[src/rtl/ea_pkg.sv]
package ea_pkg;

  typedef enum logic [3:0] {
    AM_REG   = 4'd0,
    AM_IMM   = 4'd1,
    AM_IND   = 4'd2,
    AM_DISP  = 4'd3,
    AM_IDX   = 4'd4,
    AM_DIR   = 4'd5,
    AM_MIND  = 4'd6,
    AM_AINC  = 4'd7,
    AM_ADEC  = 4'd8,
    AM_SCL   = 4'd9
  } amode_e;

  typedef enum logic [2:0] {
    ST_IDLE, ST_ADDR, ST_MEM1, ST_MEM2, ST_DONE
  } est_e;

  typedef struct packed {
    logic legal;
    logic uses_mem;
    logic two_reads;
    logic writes_base;
  } minfo_t;

  function automatic minfo_t mode_info(input logic [3:0] code);
    minfo_t r;
    r = '0;
    case (code)
      AM_REG, AM_IMM: r.legal = 1'b1;
      AM_IND, AM_DISP, AM_IDX, AM_DIR, AM_SCL: begin
        r.legal = 1'b1; r.uses_mem = 1'b1;
      end
      AM_MIND: begin
        r.legal = 1'b1; r.uses_mem = 1'b1; r.two_reads = 1'b1;
      end
      AM_AINC, AM_ADEC: begin
        r.legal = 1'b1; r.uses_mem = 1'b1; r.writes_base = 1'b1;
      end
      default: r = '0;
    endcase
    return r;
  endfunction

endpackage

[src/rtl/ea_addr_gen.sv]
module ea_addr_gen
  import ea_pkg::*;
#(
  parameter int unsigned XLEN       = 32,
  parameter int unsigned DISP_W     = 13,
  parameter int unsigned SCALE_W    = 4,
  parameter int unsigned WORD_BYTES = 4
) (
  input  logic [3:0]         mode,
  input  logic [XLEN-1:0]    base,
  input  logic [XLEN-1:0]    idx,
  input  logic [DISP_W-1:0]  disp,
  input  logic [SCALE_W-1:0] scale,
  input  logic               is_word,
  output logic [XLEN-1:0]    ea,
  output logic [XLEN-1:0]    next_base,
  output logic [XLEN-1:0]    imm_val
);

  function automatic logic [XLEN-1:0] sext(input logic [DISP_W-1:0] v);
    return {{(XLEN-DISP_W){v[DISP_W-1]}}, v};
  endfunction

  function automatic logic [XLEN-1:0] step_of(input logic w);
    return w ? XLEN'(WORD_BYTES) : XLEN'(1);
  endfunction

  function automatic logic [XLEN-1:0] scaled(input logic [XLEN-1:0] i,
                                             input logic [SCALE_W-1:0] s);
    logic [XLEN-1:0] sw;
    sw = XLEN'(s);
    return i * sw;
  endfunction

  logic [XLEN-1:0] sx, step;
  assign sx      = sext(disp);
  assign step    = step_of(is_word);
  assign imm_val = sx;

  always_comb begin
    case (mode)
      AM_IND, AM_AINC, AM_MIND: ea = base;
      AM_DISP: ea = base + sx;
      AM_IDX:  ea = base + idx;
      AM_DIR:  ea = sx;
      AM_ADEC: ea = base - step;
      AM_SCL:  ea = sx + base + scaled(idx, scale);
      default: ea = '0;
    endcase
  end

  always_comb begin
    case (mode)
      AM_AINC: next_base = base + step;
      AM_ADEC: next_base = base - step;
      default: next_base = base;
    endcase
  end

endmodule

[src/rtl/ea_align_chk.sv]
module ea_align_chk #(
  parameter int unsigned XLEN       = 32,
  parameter int unsigned WORD_BYTES = 4
) (
  input  logic [XLEN-1:0] addr,
  input  logic            is_word,
  output logic            ok
);
  localparam int unsigned LSB = $clog2(WORD_BYTES);
  assign ok = !is_word || (addr[LSB-1:0] == '0);
endmodule

[src/rtl/ea_ctrl.sv]
module ea_ctrl
  import ea_pkg::*;
#(
  parameter int unsigned XLEN       = 32,
  parameter int unsigned DISP_W     = 13,
  parameter int unsigned SCALE_W    = 4,
  parameter int unsigned WORD_BYTES = 4
) (
  input  logic               clk,
  input  logic               rst_n,
  input  logic               start,
  input  logic [3:0]         mode_i,
  input  logic [XLEN-1:0]    base_i,
  input  logic [XLEN-1:0]    idx_i,
  input  logic [DISP_W-1:0]  disp_i,
  input  logic [SCALE_W-1:0] scale_i,
  input  logic               word_i,
  output logic [3:0]         mode_q,
  output logic [XLEN-1:0]    base_q,
  output logic [XLEN-1:0]    idx_q,
  output logic [DISP_W-1:0]  disp_q,
  output logic [SCALE_W-1:0] scale_q,
  output logic               word_q,
  output logic               first_word,
  input  logic [XLEN-1:0]    ea,
  input  logic [XLEN-1:0]    next_base,
  input  logic [XLEN-1:0]    imm_val,
  input  logic               ea_ok,
  input  logic               ptr_ok,
  output logic               mem_req,
  output logic [XLEN-1:0]    mem_addr,
  output logic               mem_word,
  input  logic               mem_valid,
  input  logic [XLEN-1:0]    mem_rdata,
  output logic               busy,
  output logic               done,
  output logic [XLEN-1:0]    result,
  output logic               wb_en,
  output logic [XLEN-1:0]    wb_val,
  output logic               align_fault,
  output logic               illegal_mode
);
  localparam int unsigned LSB = $clog2(WORD_BYTES);

  est_e            state;
  minfo_t          info;
  logic [XLEN-1:0] addr_q, res_q, wbv_q;
  logic            size_q, wb_q, flt_q, ill_q;
  logic            accept, last_beat;

  assign info       = mode_info(mode_q);
  assign first_word = word_q || (mode_q == AM_MIND);
  assign accept     = (state == ST_IDLE) && start;
  assign last_beat  = mem_valid && (state == ST_MEM2 ||
                      (state == ST_MEM1 && !info.two_reads));

  function automatic logic [XLEN-1:0] pick(input logic [XLEN-1:0] d,
                                           input logic w);
    return w ? d : {{(XLEN-8){1'b0}}, d[7:0]};
  endfunction

  always_ff @(posedge clk) begin
    if (!rst_n) begin
      state <= ST_IDLE;
      mode_q <= '0; base_q <= '0; idx_q <= '0; disp_q <= '0;
      scale_q <= '0; word_q <= 1'b0;
      addr_q <= '0; size_q <= 1'b0; res_q <= '0; wbv_q <= '0;
      wb_q <= 1'b0; flt_q <= 1'b0; ill_q <= 1'b0;
    end else begin
      case (state)
        ST_IDLE: if (accept) begin
          mode_q <= mode_i; base_q <= base_i; idx_q <= idx_i;
          disp_q <= disp_i; scale_q <= scale_i; word_q <= word_i;
          res_q <= '0; wb_q <= 1'b0; flt_q <= 1'b0; ill_q <= 1'b0;
          state <= ST_ADDR;
        end
        ST_ADDR: begin
          wbv_q <= next_base;
          if (!info.legal) begin
            ill_q <= 1'b1; state <= ST_DONE;
          end else if (!info.uses_mem) begin
            res_q <= (mode_q == AM_IMM) ? imm_val : base_q;
            state <= ST_DONE;
          end else if (!ea_ok) begin
            flt_q <= 1'b1; state <= ST_DONE;
          end else begin
            addr_q <= ea; size_q <= first_word; state <= ST_MEM1;
          end
        end
        ST_MEM1: if (mem_valid) begin
          if (info.two_reads) begin
            if (!ptr_ok) begin
              flt_q <= 1'b1; state <= ST_DONE;
            end else begin
              addr_q <= mem_rdata; size_q <= word_q; state <= ST_MEM2;
            end
          end else begin
            res_q <= pick(mem_rdata, size_q);
            wb_q  <= info.writes_base;
            state <= ST_DONE;
          end
        end
        ST_MEM2: if (mem_valid) begin
          res_q <= pick(mem_rdata, size_q);
          state <= ST_DONE;
        end
        ST_DONE: state <= ST_IDLE;
        default: state <= ST_IDLE;
      endcase
    end
  end

  assign mem_req      = (state == ST_MEM1) || (state == ST_MEM2);
  assign mem_addr     = addr_q;
  assign mem_word     = size_q;
  assign busy         = (state == ST_ADDR) || mem_req;
  assign done         = (state == ST_DONE);
  assign result       = res_q;
  assign wb_en        = done && wb_q;
  assign wb_val       = wbv_q;
  assign align_fault  = done && flt_q;
  assign illegal_mode = done && ill_q;


  done_pulse_chk: assert property (@(posedge clk) disable iff (!rst_n)
    done |=> !done);

  busy_done_excl_chk: assert property (@(posedge clk) disable iff (!rst_n)
    !(busy && done));

  req_hold_chk: assert property (@(posedge clk) disable iff (!rst_n)
    (mem_req && !mem_valid) |=> (mem_req && $stable(mem_addr) && $stable(mem_word)));

  req_aligned_chk: assert property (@(posedge clk) disable iff (!rst_n)
    (mem_req && mem_word) |-> (mem_addr[LSB-1:0] == '0));

  wb_clean_chk: assert property (@(posedge clk) disable iff (!rst_n)
    wb_en |-> (!align_fault && !illegal_mode));

  illegal_quiet_chk: assert property (@(posedge clk) disable iff (!rst_n)
    illegal_mode |-> (result == '0 && !wb_en && !align_fault));

  idle_after_done_chk: assert property (@(posedge clk) disable iff (!rst_n)
    done |=> !busy);

  reset_quiet_chk: assert property (@(posedge clk)
    $past(!rst_n) |-> (!busy && !done && !mem_req));

  logic unused_last;
  assign unused_last = last_beat;

endmodule

[src/rtl/ea_unit.sv]
module ea_unit #(
  parameter int unsigned XLEN       = 32,
  parameter int unsigned DISP_W     = 13,
  parameter int unsigned SCALE_W    = 4,
  parameter int unsigned WORD_BYTES = 4
) (
  input  logic               clk,
  input  logic               rst_n,
  input  logic               start,
  input  logic [3:0]         mode,
  input  logic [XLEN-1:0]    base_val,
  input  logic [XLEN-1:0]    idx_val,
  input  logic [DISP_W-1:0]  disp,
  input  logic [SCALE_W-1:0] scale,
  input  logic               is_word,
  output logic               mem_req,
  output logic [XLEN-1:0]    mem_addr,
  output logic               mem_word,
  input  logic               mem_valid,
  input  logic [XLEN-1:0]    mem_rdata,
  output logic               busy,
  output logic               done,
  output logic [XLEN-1:0]    result,
  output logic               wb_en,
  output logic [XLEN-1:0]    wb_val,
  output logic               align_fault,
  output logic               illegal_mode
);

  logic [3:0]         mode_q;
  logic [XLEN-1:0]    base_q, idx_q;
  logic [DISP_W-1:0]  disp_q;
  logic [SCALE_W-1:0] scale_q;
  logic               word_q, first_word;
  logic [XLEN-1:0]    ea, next_base, imm_val;
  logic               ea_ok, ptr_ok;

  ea_addr_gen #(.XLEN(XLEN), .DISP_W(DISP_W), .SCALE_W(SCALE_W),
                .WORD_BYTES(WORD_BYTES)) u_gen (
    .mode(mode_q), .base(base_q), .idx(idx_q), .disp(disp_q),
    .scale(scale_q), .is_word(word_q),
    .ea(ea), .next_base(next_base), .imm_val(imm_val)
  );

  ea_align_chk #(.XLEN(XLEN), .WORD_BYTES(WORD_BYTES)) u_al_ea (
    .addr(ea), .is_word(first_word), .ok(ea_ok)
  );

  ea_align_chk #(.XLEN(XLEN), .WORD_BYTES(WORD_BYTES)) u_al_ptr (
    .addr(mem_rdata), .is_word(word_q), .ok(ptr_ok)
  );

  ea_ctrl #(.XLEN(XLEN), .DISP_W(DISP_W), .SCALE_W(SCALE_W),
            .WORD_BYTES(WORD_BYTES)) u_ctrl (
    .clk(clk), .rst_n(rst_n), .start(start),
    .mode_i(mode), .base_i(base_val), .idx_i(idx_val), .disp_i(disp),
    .scale_i(scale), .word_i(is_word),
    .mode_q(mode_q), .base_q(base_q), .idx_q(idx_q), .disp_q(disp_q),
    .scale_q(scale_q), .word_q(word_q), .first_word(first_word),
    .ea(ea), .next_base(next_base), .imm_val(imm_val),
    .ea_ok(ea_ok), .ptr_ok(ptr_ok),
    .mem_req(mem_req), .mem_addr(mem_addr), .mem_word(mem_word),
    .mem_valid(mem_valid), .mem_rdata(mem_rdata),
    .busy(busy), .done(done), .result(result), .wb_en(wb_en),
    .wb_val(wb_val), .align_fault(align_fault), .illegal_mode(illegal_mode)
  );

endmodule

[config.mk]
export PLATFORM = sky130hd
export DESIGN_NAME = ea_unit
export DESIGN_NICKNAME = d
export VERILOG_FILES = /design/src/rtl/ea_pkg.sv /design/src/rtl/ea_addr_gen.sv /design/src/rtl/ea_align_chk.sv /design/src/rtl/ea_ctrl.sv /design/src/rtl/ea_unit.sv
export SDC_FILE = /design/constraint.sdc
export NUM_CORES = 1
export LEC_CHECK = 0
export ABC_AREA = 1
export BUFFER_PORTS_ARGS = -buffer_cell sky130_fd_sc_hd__clkbuf_2
export CAP_MARGIN = 15
export CORE_ASPECT_RATIO = 1.5
export CORE_MARGIN = 8
export CORE_UTILIZATION = 55
export CTS_CLUSTER_SIZE = 10
export DETAILED_ROUTE_END_ITERATION = 8
export PLACE_DENSITY = 0.82
export SLEW_MARGIN = 10
export SYNTH_ARGS = -nofsm -noshare
export SYNTH_HDL_FRONTEND = slang
export SYNTH_SLANG_ARGS = --single-unit
export TNS_END_PERCENT = 30
[constraint.sdc]
create_clock -name clk -period 8 [get_ports clk]
set_input_delay 0 -clock clk [delete_from_list [all_inputs] [get_ports clk]]
set_output_delay 0 -clock clk [all_outputs]
set_load 0.05 [all_outputs]
==> Flow_metrics.wiki <==
{| class="wikitable"
! Metric !! Value
|-
| Register bit total from synthesis || 189
|-
| Run status || completed
|-
| Final hold violations || 0
|-
| Via count of the first global-routing pass || 22,900
|-
| Core area || 0.0356 mm^2
|-
| Slew headroom || 0.236
|-
| Maximum number of pins on one net before global-route repair || 83
|-
| Iter 0 DRT Violations || 2,725
|-
| Leading area contributor after synthesis || sky130_fd_sc_hd__dfxtp_1
|-
| Number of CTS-inserted buffers || 17
|-
| Synth top cells by count || sky130_fd_sc_hd__nand2_1 (698), sky130_fd_sc_hd__inv_1 (513), sky130_fd_sc_hd__a21oi_1 (325)
|-
| Global-route wire length before repair || 130,000 um
|-
| Total Power || 7510 uW
|-
| Top cells by area, synth || sky130_fd_sc_hd__dfxtp_1 (19%), sky130_fd_sc_hd__nand2_1 (13%), sky130_fd_sc_hd__inv_1 (9.8%)
|-
| Via-to-Cell Ratio || 6.03
|-
| Area growth from synthesis to layout || 16.1%
|-
| Timing endpoint of the critical path || u_ctrl.mem_addr[23]
|-
| Die outline area || 0.0422 mm^2
|-
| Setup_tns || 0 ns
|-
| Top-area cell type share of the netlist area || 0.192
|-
| Overall routed net length || 86,300 um
|-
| Maximum level of the CTS H-tree || 4
|-
| Number of distinct library cells after synthesis || 54
|-
| Min Hold Slack || 0.0316 ns
|-
| Total global routing track utilization || 0.402
|-
| Pre-CTS worst setup slack || 2.78 ns
|-
| Data arrival time of the critical path || 5.77 ns
|-
| MaxCap Viol Count || 0
|-
| Post-CTS Hold Buffers || 118
|-
| Clk_skew || 0.0223 ns
|-
| Die height || 248 um
|-
| Layout cell share with drive strength beyond 1 || 0.0991
|-
| Sink count of the clock tree || 189
|-
| 1st-pass router iterations || 6
|-
| Maximum fanout encountered on the critical timing path || 22
|-
| Critical Path Sink Type || register
|-
| Clock transition time at the flip-flop clock pins of the worst setup and hold paths || 0.09 ns
|-
| Cell area reported after detailed placement || 0.0210 mm^2
|-
| Most used standard cell by instance count after synthesis || sky130_fd_sc_hd__nand2_1
|-
| FF-to-FF Start || u_ctrl.disp_q[12]
|-
| Reg2Reg Depth || 26
|-
| Power Dens Cells || 329 mW/mm^2
|-
| Post-synth design cell area || 0.0197 mm^2
|-
| Final antenna-violating net count || 0
|-
| Setup violations, final || 0
|-
| Average instance area after synthesis || 6.14 um^2
|-
| Die Width || 170 um
|-
| Reg-to-reg endpoint || u_ctrl.mem_addr[23]
|-
| HPWL reported at the end of detailed placement || 65,900 um
|-
| Class of the worst hold path || primary input to register
|-
| Weighted congestion at the end of routability-driven global placement || 1.15
|-
| Post CTS Setup Buffer Count || 0
|-
| Critical path data required time || 8.35 ns
|-
| DRC viols || 0
|-
| Post-route design area || 0.0228 mm^2
|-
| Number of buffers added on ports || 224
|-
| Ys async rst share || 0
|-
| Post-Synthesis Net Count || 3,515
|-
| Max Fclk || 0.185 GHz
|-
| Reg-to-reg setup timing slack || 2.58 ns
|-
| Yosys Warn Count || 0
|-
| Setup WS post-layout || 2.58 ns
|-
| Type of the worst setup path || register to register
|-
| Clock tree from TritonCTS || yes
|-
| Clock Path Buffers || 2
|-
| Starting Density || 0.552
|-
| Worst Setup Start Kind || register
|-
| Wirelength per Cell || 21.9 um
|-
| Max Transition Viols Final || 0
|-
| Number of placement rows || 85
|-
| Setup repair after global routing missed its margin || false
|-
| Static Leak || 0.0115 uW
|-
| Antenna violations before repair || 1
|-
| Clock network latency to the later pin of the worst-skew pair || 0.48 ns
|-
| Overall overflow remaining after global route || 0
|-
| Sequential element share of the synthesized area || 0.192
|-
| Number of instances in the synthesized netlist || 3,202
|-
| Most used flip-flop cell after synthesis || sky130_fd_sc_hd__dfxtp_1
|-
| VDD IR-drop max || 0.319 mV
|-
| Launching instance or port of the critical path || u_ctrl.disp_q[12]
|-
| IO Pins || 225
|-
| Number of flops mapped to enable cells by yosys || 0
|-
| Final layout net count || 3,770
|-
| Post-cts gate resize count || 0
|-
| Slew at the pin closest to its max-slew limit || 1.14 ns
|-
| Minimum clock period || 5.42 ns
|-
| Routed vias || 23,800
|-
| Clk Tree Root Cell || sky130_fd_sc_hd__clkbuf_16
|-
| Period Utilization, post-route || 0.677
|}
-- report_power, final --
group | switching (uW) | internal (uW)
Clock | 511 | 435
Sequential | 446 | 1220
Combinational | 3540 | 1360
-- critical path, cell delays in order (launching register included) --
cell and delay [ns]:
sky130_fd_sc_hd__dfxtp_1 0.97, sky130_fd_sc_hd__ha_1 0.43, sky130_fd_sc_hd__nand2_1 0.15, sky130_fd_sc_hd__nor2_1 0.06, sky130_fd_sc_hd__nor2_1 0.16, sky130_fd_sc_hd__inv_1 0.07
sky130_fd_sc_hd__nor2_1 0.10, sky130_fd_sc_hd__o21ai_0 0.21, sky130_fd_sc_hd__a21oi_1 0.23, sky130_fd_sc_hd__or2_2 0.14, sky130_fd_sc_hd__nand2_1 0.12, sky130_fd_sc_hd__fa_1 0.58
sky130_fd_sc_hd__inv_1 0.05, sky130_fd_sc_hd__ha_1 0.33, sky130_fd_sc_hd__nand2_1 0.13, sky130_fd_sc_hd__nor2_1 0.40, sky130_fd_sc_hd__nand2_1 0.20, sky130_fd_sc_hd__inv_1 0.11
sky130_fd_sc_hd__nand3_1 0.18, sky130_fd_sc_hd__nand3_1 0.15, sky130_fd_sc_hd__nand2_1 0.05, sky130_fd_sc_hd__nand3_1 0.12, sky130_fd_sc_hd__nand2_1 0.07, sky130_fd_sc_hd__nor2_1 0.09
sky130_fd_sc_hd__nand2_1 0.05, sky130_fd_sc_hd__nand2_1 0.05, sky130_fd_sc_hd__a21oi_1 0.06
-- worst min path at each step --
| stage | slack, ns | to | depth (start not counted) | from |
|---|---|---|---|---|
| after floorplan | 0.16 | u_ctrl.idx_q[29] | 2 | idx_val[29] |
| after global placement | 0.26 | u_ctrl.idx_q[26] | 3 | idx_val[26] |
| after detailed placement | 0.26 | u_ctrl.idx_q[12] | 3 | idx_val[12] |
| after CTS | 0.003 | u_ctrl.mem_addr[7] | 3 | rst_n |
| after global routing | 0.05 | u_ctrl.mem_addr[2] | 3 | rst_n |
| final | 0.03 | u_ctrl.wb_val[8] | 3 | rst_n |
-- area by class of cell --
cell class,count,area [um^2]
clock inverter,15,194
clock buffer,17,425
sequential,189,3780
tap,478,598
timing repair buffer,369,2510
multi-input combinational,2347,13300
inverter,533,2010
antenna,1,2.50
fill,3365,12800
-- layer usage --
layer,vias to the layer above,share of wire,global-route usage
met1,10900,0.35,0.454
met2,1582,0.47,0.675
met3,363,0.099,0.0758
met4,0,0.079,0.284
met5,-,0,0
li1,11000,-,-
-- cell usage in the layout, fill, tap and decap left out, drive strengths merged, types with 15 or more instances in the layout --
cell	instances
clkbuf	240
nor2	283
a21oi	325
or2	21
dfxtp	189
buf	28
o21bai	18
fa	88
nand4	45
o211ai	32
dlygate4sd3	118
nand2	703
o21ai	281
o2111ai	22
nor3	44
nand3	260
inv	540
ha	103
o21a	15
-- flip-flops by register name, indices dropped and copies added (netlist names) --
register,flops
u_ctrl.idx_q,32
u_ctrl.wb_val,32
u_ctrl.state,3
u_ctrl.mem_word,1
u_ctrl.word_q,1
u_ctrl.mem_addr,32
u_ctrl.result,32
u_ctrl.wb_q,1
u_ctrl.scale_q,4
u_ctrl.base_q,32
u_ctrl.ill_q,1
u_ctrl.flt_q,1
u_ctrl.mode_q,4
u_ctrl.disp_q,13
-- metrics by stage --
step           std cells  utilization
3_3_place_gp        3798        0.590
3_5_place_dp        3798        0.590
5_1_grt             3948        0.641
6_report            3949        0.641
2_1_floorplan       3202            -
4_1_cts             3948        0.641
-- kinds of logic after synthesis --
| family | count (synthesis) | share of synthesized area |
|---|---|---|
| compound gates | 750 | 0.211 |
| xor+xnor | 22 | 0.00980 |
| fa+ha+maj | 191 | 0.155 |
| buf+inv | 666 | 0.131 |
| flops | 189 | 0.192 |
| simple gates | 1384 | 0.301 |
(Power assumes the default switching activity.)
